### src/rtl/pso_pkg.sv
package pso_pkg;

    typedef enum logic [3:0] {
        ST_ON,
        ST_CLK_OFF,
        ST_RST_ON,
        ST_SW_OFF,
        ST_OFF,
        ST_SW_ON,
        ST_WAIT_PG,
        ST_RST_OFF,
        ST_CLK_ON
    } pso_state_e;

    typedef struct packed {
        logic sw_en;
        logic rst_n;
        logic clk_en;
        logic ready;
    } pso_ctl_t;

    // Control outputs that belong to each state.
    function automatic pso_ctl_t pso_decode(pso_state_e st);
        pso_ctl_t c;
        c = '0;
        case (st)
            ST_ON:      c = '{sw_en: 1'b1, rst_n: 1'b1, clk_en: 1'b1, ready: 1'b1};
            ST_CLK_OFF: c = '{sw_en: 1'b1, rst_n: 1'b1, clk_en: 1'b0, ready: 1'b0};
            ST_RST_ON:  c = '{sw_en: 1'b1, rst_n: 1'b0, clk_en: 1'b0, ready: 1'b0};
            ST_SW_ON:   c = '{sw_en: 1'b1, rst_n: 1'b0, clk_en: 1'b0, ready: 1'b0};
            ST_WAIT_PG: c = '{sw_en: 1'b1, rst_n: 1'b0, clk_en: 1'b0, ready: 1'b0};
            ST_RST_OFF: c = '{sw_en: 1'b1, rst_n: 1'b1, clk_en: 1'b0, ready: 1'b0};
            ST_CLK_ON:  c = '{sw_en: 1'b1, rst_n: 1'b1, clk_en: 1'b1, ready: 1'b0};
            default:    c = '0;
        endcase
        return c;
    endfunction

endpackage

### src/rtl/pso_idle_timer.sv
module pso_idle_timer #(
    parameter int CNT_W = 16
) (
    input  logic             clk,
    input  logic             rst_n,
    input  logic             armed_i,
    input  logic             quiet_i,
    input  logic [CNT_W-1:0] limit_i,
    output logic             expire_o
);

    localparam logic [CNT_W-1:0] CNT_MAX = {CNT_W{1'b1}};

    typedef struct packed {
        logic [CNT_W-1:0] cnt;
    } tmr_t;

    tmr_t tmr_d, tmr_q;
    logic [CNT_W:0] seen;

    always_comb begin
        tmr_d = tmr_q;
        seen  = {1'b0, tmr_q.cnt} + {{CNT_W{1'b0}}, 1'b1};
        if (!armed_i || !quiet_i) begin
            tmr_d.cnt = '0;
        end else if (tmr_q.cnt != CNT_MAX) begin
            tmr_d.cnt = tmr_q.cnt + 1'b1;
        end
        expire_o = armed_i && quiet_i && (limit_i != '0) && (seen >= {1'b0, limit_i});
    end

    always_ff @(posedge clk or negedge rst_n) begin
        if (!rst_n) tmr_q <= '0;
        else        tmr_q <= tmr_d;
    end

    // a busy cycle leaves the count at zero
    assert_cnt_clear_R3: assert property (@(posedge clk) disable iff (!rst_n)
        (armed_i && !quiet_i) |=> (tmr_q.cnt == '0));

endmodule

### src/rtl/pso_pg_watchdog.sv
module pso_pg_watchdog #(
    parameter int TMO_W = 10
) (
    input  logic             clk,
    input  logic             rst_n,
    input  logic             wait_i,
    input  logic             pgood_i,
    input  logic [TMO_W-1:0] limit_i,
    output logic             err_o
);

    localparam logic [TMO_W-1:0] TMO_MAX = {TMO_W{1'b1}};

    typedef struct packed {
        logic [TMO_W-1:0] cnt;
        logic             err;
    } wdg_t;

    wdg_t wdg_d, wdg_q;
    logic [TMO_W:0] spent;

    always_comb begin
        wdg_d = wdg_q;
        spent = {1'b0, wdg_q.cnt} + {{TMO_W{1'b0}}, 1'b1};
        if (!wait_i) begin
            wdg_d.cnt = '0;
        end else if (wdg_q.cnt != TMO_MAX) begin
            wdg_d.cnt = wdg_q.cnt + 1'b1;
        end
        if (wait_i && !pgood_i && (spent >= {1'b0, limit_i})) begin
            wdg_d.err = 1'b1;
        end
    end

    always_ff @(posedge clk or negedge rst_n) begin
        if (!rst_n) wdg_q <= '0;
        else        wdg_q <= wdg_d;
    end

    assign err_o = wdg_q.err;

    // once raised the flag holds until reset
    assert_err_sticky_R8: assert property (@(posedge clk) disable iff (!rst_n)
        wdg_q.err |=> wdg_q.err);

    // the flag only rises while waiting for power-good
    assert_err_when_wait_R8: assert property (@(posedge clk) disable iff (!rst_n)
        $rose(wdg_q.err) |-> $past(wait_i));

endmodule

### src/rtl/pso_seq.sv
module pso_seq
    import pso_pkg::*;
(
    input  logic       clk,
    input  logic       rst_n,
    input  logic       expire_i,
    input  logic       work_req_i,
    input  logic       pgood_i,
    output pso_state_e state_o,
    output pso_ctl_t   ctl_o
);

    typedef struct packed {
        pso_state_e state;
        pso_ctl_t   ctl;
    } seq_t;

    seq_t seq_d, seq_q;

    always_comb begin
        seq_d = seq_q;
        case (seq_q.state)
            ST_ON:      if (expire_i)   seq_d.state = ST_CLK_OFF;
            ST_CLK_OFF:                 seq_d.state = ST_RST_ON;
            ST_RST_ON:                  seq_d.state = ST_SW_OFF;
            ST_SW_OFF:                  seq_d.state = ST_OFF;
            ST_OFF:     if (work_req_i) seq_d.state = ST_SW_ON;
            ST_SW_ON:                   seq_d.state = ST_WAIT_PG;
            ST_WAIT_PG: if (pgood_i)    seq_d.state = ST_RST_OFF;
            ST_RST_OFF:                 seq_d.state = ST_CLK_ON;
            ST_CLK_ON:                  seq_d.state = ST_ON;
            default:                    seq_d.state = ST_OFF;
        endcase
        // Outputs are registered so the switch and reset lines never glitch.
        seq_d.ctl = pso_decode(seq_d.state);
    end

    always_ff @(posedge clk or negedge rst_n) begin
        if (!rst_n) begin
            seq_q.state <= ST_OFF;
            seq_q.ctl   <= '0;
        end else begin
            seq_q <= seq_d;
        end
    end

    assign state_o = seq_q.state;
    assign ctl_o   = seq_q.ctl;

    // a request in the off state closes the switch at the next edge
    assert_wake_R6: assert property (@(posedge clk) disable iff (!rst_n)
        (seq_q.state == ST_OFF && work_req_i) |=> (seq_q.ctl.sw_en && !seq_q.ctl.rst_n));

    // the wait only ends on power-good
    assert_hold_wait_R7: assert property (@(posedge clk) disable iff (!rst_n)
        (seq_q.state == ST_WAIT_PG && !pgood_i) |=> (seq_q.state == ST_WAIT_PG));

    // reset release follows a sampled power-good
    assert_rst_after_pg_R7: assert property (@(posedge clk) disable iff (!rst_n)
        $rose(seq_q.ctl.rst_n) |-> $past(pgood_i));

    // shut-off steps never turn back
    assert_no_abort_R9: assert property (@(posedge clk) disable iff (!rst_n)
        (seq_q.state == ST_RST_ON) |=> !seq_q.ctl.sw_en);

endmodule

### src/rtl/pso_ctrl.sv
module pso_ctrl
    import pso_pkg::*;
#(
    parameter int IDLE_W = 16,
    parameter int TMO_W  = 10
) (
    input  logic              clk,
    input  logic              rst_n,
    input  logic              idle_i,
    input  logic              work_req_i,
    input  logic [IDLE_W-1:0] idle_limit_i,
    input  logic [TMO_W-1:0]  pg_limit_i,
    input  logic              pgood_i,
    output logic              sw_en_o,
    output logic              dom_rst_n_o,
    output logic              dom_clk_en_o,
    output logic              ready_o,
    output logic              pg_err_o
);

    pso_state_e state;
    pso_ctl_t   ctl;
    logic       armed;
    logic       quiet;
    logic       expire;
    logic       waiting;

    assign armed   = (state == ST_ON);
    assign quiet   = idle_i && !work_req_i;
    assign waiting = (state == ST_WAIT_PG);

    pso_idle_timer #(.CNT_W(IDLE_W)) u_idle (
        .clk      (clk),
        .rst_n    (rst_n),
        .armed_i  (armed),
        .quiet_i  (quiet),
        .limit_i  (idle_limit_i),
        .expire_o (expire)
    );

    pso_pg_watchdog #(.TMO_W(TMO_W)) u_wdg (
        .clk     (clk),
        .rst_n   (rst_n),
        .wait_i  (waiting),
        .pgood_i (pgood_i),
        .limit_i (pg_limit_i),
        .err_o   (pg_err_o)
    );

    pso_seq u_seq (
        .clk        (clk),
        .rst_n      (rst_n),
        .expire_i   (expire),
        .work_req_i (work_req_i),
        .pgood_i    (pgood_i),
        .state_o    (state),
        .ctl_o      (ctl)
    );

    assign sw_en_o      = ctl.sw_en;
    assign dom_rst_n_o  = ctl.rst_n;
    assign dom_clk_en_o = ctl.clk_en;
    assign ready_o      = ctl.ready;

    // ready only with the domain fully up
    assert_ready_full_R10: assert property (@(posedge clk) disable iff (!rst_n)
        ready_o |-> (sw_en_o && dom_rst_n_o && dom_clk_en_o));

    // a running clock implies released reset
    assert_clk_needs_rst_R5: assert property (@(posedge clk) disable iff (!rst_n)
        dom_clk_en_o |-> dom_rst_n_o);

    // an open switch implies asserted reset
    assert_off_in_rst_R5: assert property (@(posedge clk) disable iff (!rst_n)
        !sw_en_o |-> !dom_rst_n_o);

    // a zero threshold keeps the domain up
    assert_limit_zero_R4: assert property (@(posedge clk) disable iff (!rst_n)
        (ready_o && idle_limit_i == '0) |=> ready_o);

    // shut-off begins by stopping the clock with power still applied
    assert_clk_first_R2: assert property (@(posedge clk) disable iff (!rst_n)
        $fell(ready_o) |-> (sw_en_o && dom_rst_n_o && !dom_clk_en_o));

endmodule

### config.mk
export PLATFORM = sky130hd
export DESIGN_NAME = pso_ctrl
export DESIGN_NICKNAME = d
export VERILOG_FILES = /design/src/rtl/pso_pkg.sv /design/src/rtl/pso_idle_timer.sv /design/src/rtl/pso_pg_watchdog.sv /design/src/rtl/pso_seq.sv /design/src/rtl/pso_ctrl.sv
export SDC_FILE = /design/constraint.sdc
export NUM_CORES = 1
export LEC_CHECK = 0
export ABC_AREA = 1
export BUFFER_PORTS_ARGS = -buffer_cell sky130_fd_sc_hd__buf_2
export CAP_MARGIN = 20
export CORE_MARGIN = 2
export CORE_UTILIZATION = 52
export CTS_CLUSTER_DIAMETER = 40
export DETAILED_ROUTE_END_ITERATION = 8
export PLACE_DENSITY_LB_ADDON = 0.08
export SYNTH_ARGS = -nofsm -noshare
export SYNTH_HDL_FRONTEND = slang
export SYNTH_SLANG_ARGS = --single-unit
### constraint.sdc
create_clock -name clk -period 2.49 [get_ports clk]
set_input_delay 0.249 -clock clk [delete_from_list [all_inputs] [get_ports clk]]
set_output_delay 0.249 -clock clk [all_outputs]
set_load 0.1 [all_outputs]
==> qor.csv <==
stage;metric;value;unit
timing;rsz0062_at_grt;yes;
grt;grt_start_max_net_pins;36;
floorplan;core_region_area;4817;sq um
cells_and_area;ff_latch_area;877.1;sq um
floorplan;initial_core_util;54.83;%
yosys;ys_async_sr_fraction;100.0;%
setup_path;startpoint;u_idle.tmr_q[1]$_DFFE_PN0P_;
power_and_ir_drop;swShare;40.68;%
setup_path;reg2reg_depth;16;
power_and_ir_drop;p_leak;2.010;nW
grt;grt.total_usage;22.42;%
cells_and_area;layout.cells.non_filler;482;
setup_path;timing.rr.start;u_idle.tmr_q[1]$_DFFE_PN0P_;
timing;hold_viol;0;
yosys;synth_edf_count;0;
clock_network;cts_hold_buf;0;
clock_network;cts_buffers;5;
grt;grt_pass1_wl;9701;um
timing;fin_skew;0.01010;ns
clock_network;cts_sinks;35;
grt;grt_pass1_vias;2216;
timing;post-route-period-util;104.1;%
power_and_ir_drop;switching_power;0.0007868;W
routing;drt-vias-per-instance;5.006;
clock_network;clk_pin_slew;0.08;ns
setup_path;endpoint_kind;flip-flop;
yosys;syn_inst;346;
setup_path;required;2.66;ns
setup_path;critPathArrivalTime;2.76;ns
yosys;ys_warn_count;0;
placement;place_ws;-0.2062;ns
placement;hpwl;4646;um
setup_path;crit_fanout;3;
cells_and_area;fillers;406;
power_and_ir_drop;clockPowerShare;26.7;%
floorplan;std_cell_rows;25;
power_and_ir_drop;peakVddDrop;537.6;uV
power_and_ir_drop;internal-power;0.001147;W
clock_network;cts_root_buf;clkbuf_8;
yosys;ys_seq_area_share;33.21;%
routing;wl_per_cell;12.43;um
floorplan;die_area;5666;sq um
floorplan;die_y;75.27;um
routing;wirelength;5991;um
setup_path;critPathLaunchType;flip-flop;
placement;place.gp.congestion;0.8423;
timing;fmax;0.3858;GHz
timing;slew_headroom;48.55;%
floorplan;die_w;75.27;um
yosys;synth_ff_type;dfrtp_1;
setup_path;crit_end;u_seq.ctl_o[3]$_DFF_PN0_;
routing;drtIter0Drc;151;
clock_network;cts_tree;built;
cells_and_area;multi_input_area;1688;sq um
routing;vias;2413;
worst_hold_path;hold_class;input pin to async pin;
job;maxCapViolations;0;
power_and_ir_drop;p_seq_share;35.8;%
setup_path;crit_type;flip-flop to flip-flop;
yosys;synthesis.area;2641;sq um
cells_and_area;final_nets;473;
clock_network;clk_path_buf_depth;2;
grt;overflow;0;
timing;period_needed;2.592;ns
cells_and_area;drive_gt1_share;30.12;%
clock_network;h-tree-depth;2;
yosys;ys_types;37;
setup_path;r2r_slack;-0.10;ns
placement;dp.cells;470;
yosys;ys_seq_elements;35;
power_and_ir_drop;combPwrFrac;37.5;%
power_and_ir_drop;powerDensity;562.3;nW/um^2
timing;whs;0.02771;ns
routing;drtAntennaViolNets;0;
grt;antenna_found_initial;0;
timing;finalSetupTns;-0.2772;ns
outcome;violations;negative setup slack;
yosys;avgSynthCellArea;7.634;sq um
placement;io_buffers;35;
timing;finalSetupViolations;4;
outcome;status;finished with violations;
cells_and_area;num_antenna_cells;0;
routing;drcViolationCount;0;
timing;tightest_slew;0.7718;ns
setup_path;reg2reg_to;u_seq.ctl_o[3]$_DFF_PN0_;
yosys;synthesis.nets;405;
routing;drtPass1Iterations;4;
floorplan;num_io_pins;36;
clock_network;insertion_delay;0.29;ns
timing;fin_ws;-0.1023;ns
timing;maxSlewViolCount;0;
cells_and_area;syn2layout_area_growth;30.22;%
## critical path, stage by stage, from the launching register on
cell and delay (ns):
dfrtp_1 0.37, ha_2 0.20, nand2_2 0.07, inv_2 0.08
nand2_4 0.07, nor3_4 0.27, xor2_2 0.26, ha_4 0.25
nand2_4 0.06, o21bai_1 0.10, nand2_1 0.07, nand4_1 0.07
nand2_1 0.08, nor2_2 0.10, nand3_2 0.13, a21oi_2 0.18
nand4_1 0.10
## timing repair
item,CTS,global route
setup buffers,1,3
endpoints found under the setup margin,5,6
pin swaps,15,25
gates resized for setup,16,27
## placed cells by master, fill, tap and decap left out, types with 11 or more instances in the layout
cell	count
buf_2	35
buf_4	26
dfrtp_1	34
ha_1	22
inv_1	74
nand2_1	63
nand3_1	11
nand4_1	13
nor2_1	13
o21ai_0	17
## layer usage
layer	up-vias	track usage [%]	wire length, um
met3	6	3.748	200
met2	38	36.84	2875
met5	-	0	0
met4	0	4.094	58
li1	1246	-	-
met1	1123	31.63	2856
## through the flow
stage	utilization, %	cell area [sq um]	total power, W
after detailed placement	63.69	3068	0.001402
final	71.40	3440	0.001934
after global routing	71.40	3440	0.002055
after CTS	67.84	3268	0.001925
after global placement	63.69	3068	0.001391
after floorplan	-	2641	0.001218
## cells in the mapped netlist (all sizes together) (2+ instances only)
cell    number  area share [%]
a21oi       14             2.8
nor3b        2            0.57
xor2        13             4.3
o21ai       20             3.8
xnor2        5             1.7
nand4       14             3.6
nor2        20             4.0
inv         78              11
nor3         8             1.9
nor4         5             1.2
o211ai       2            0.57
ha          28              13
o21bai       2            0.57
nand2       73              11
dfrtp       34              32
nand3       17             3.8
## logic make-up (layout without fill, tap and decap cells)
logic type	count (synthesis)	count (layout)	share of synthesized area, %
compound gates	42	42	9.000
xor+xnor	18	18	5.969
fa+ha+maj	28	28	13.26
buf+inv	80	149	11.42
flops	35	35	33.21
mux	1	1	0.3790
simple gates	142	142	26.77
## layout make-up
class	count	share of cell area, %
clock buffer	5	2.001
clock inverter	3	1.273
inverter	79	8.621
multi-input combinational	231	49.07
sequential	35	25.50
tap	67	2.437
timing repair buffer	62	11.09
## registers in the layout, indices dropped and copies added (netlist names)
name	cells
u_seq.ctl_o	4
u_wdg.err_o	1
u_wdg.wdg_q	10
u_seq.state_o	4
u_idle.tmr_q	16
## worst min path at each step
stage,to,slack [ns],depth (start not counted)
floorplan,u_idle.tmr_q[0]$_DFFE_PN0P_,-0.05,0
global placement,u_wdg.wdg_q[2]$_DFFE_PN0P_,0.38,1
detailed placement,u_wdg.wdg_q[2]$_DFFE_PN0P_,0.37,1
CTS,u_wdg.wdg_q[8]$_DFFE_PN0P_,0.06,1
global route,u_wdg.wdg_q[8]$_DFFE_PN0P_,0.11,1
finish,u_wdg.wdg_q[8]$_DFFE_PN0P_,0.03,1
## power by group through the flow
stage	Combinational [W]	Clock (W)	Sequential, W
floorplan	0.000308	0	0.000910
global placement	0.000689	0	0.000702
detailed placement	0.000700	0	0.000703
CTS	0.000710	0.000523	0.000692
global route	0.000805	0.000553	0.000698
finish	0.000726	0.000517	0.000691
(Power assumes the default switching activity.)
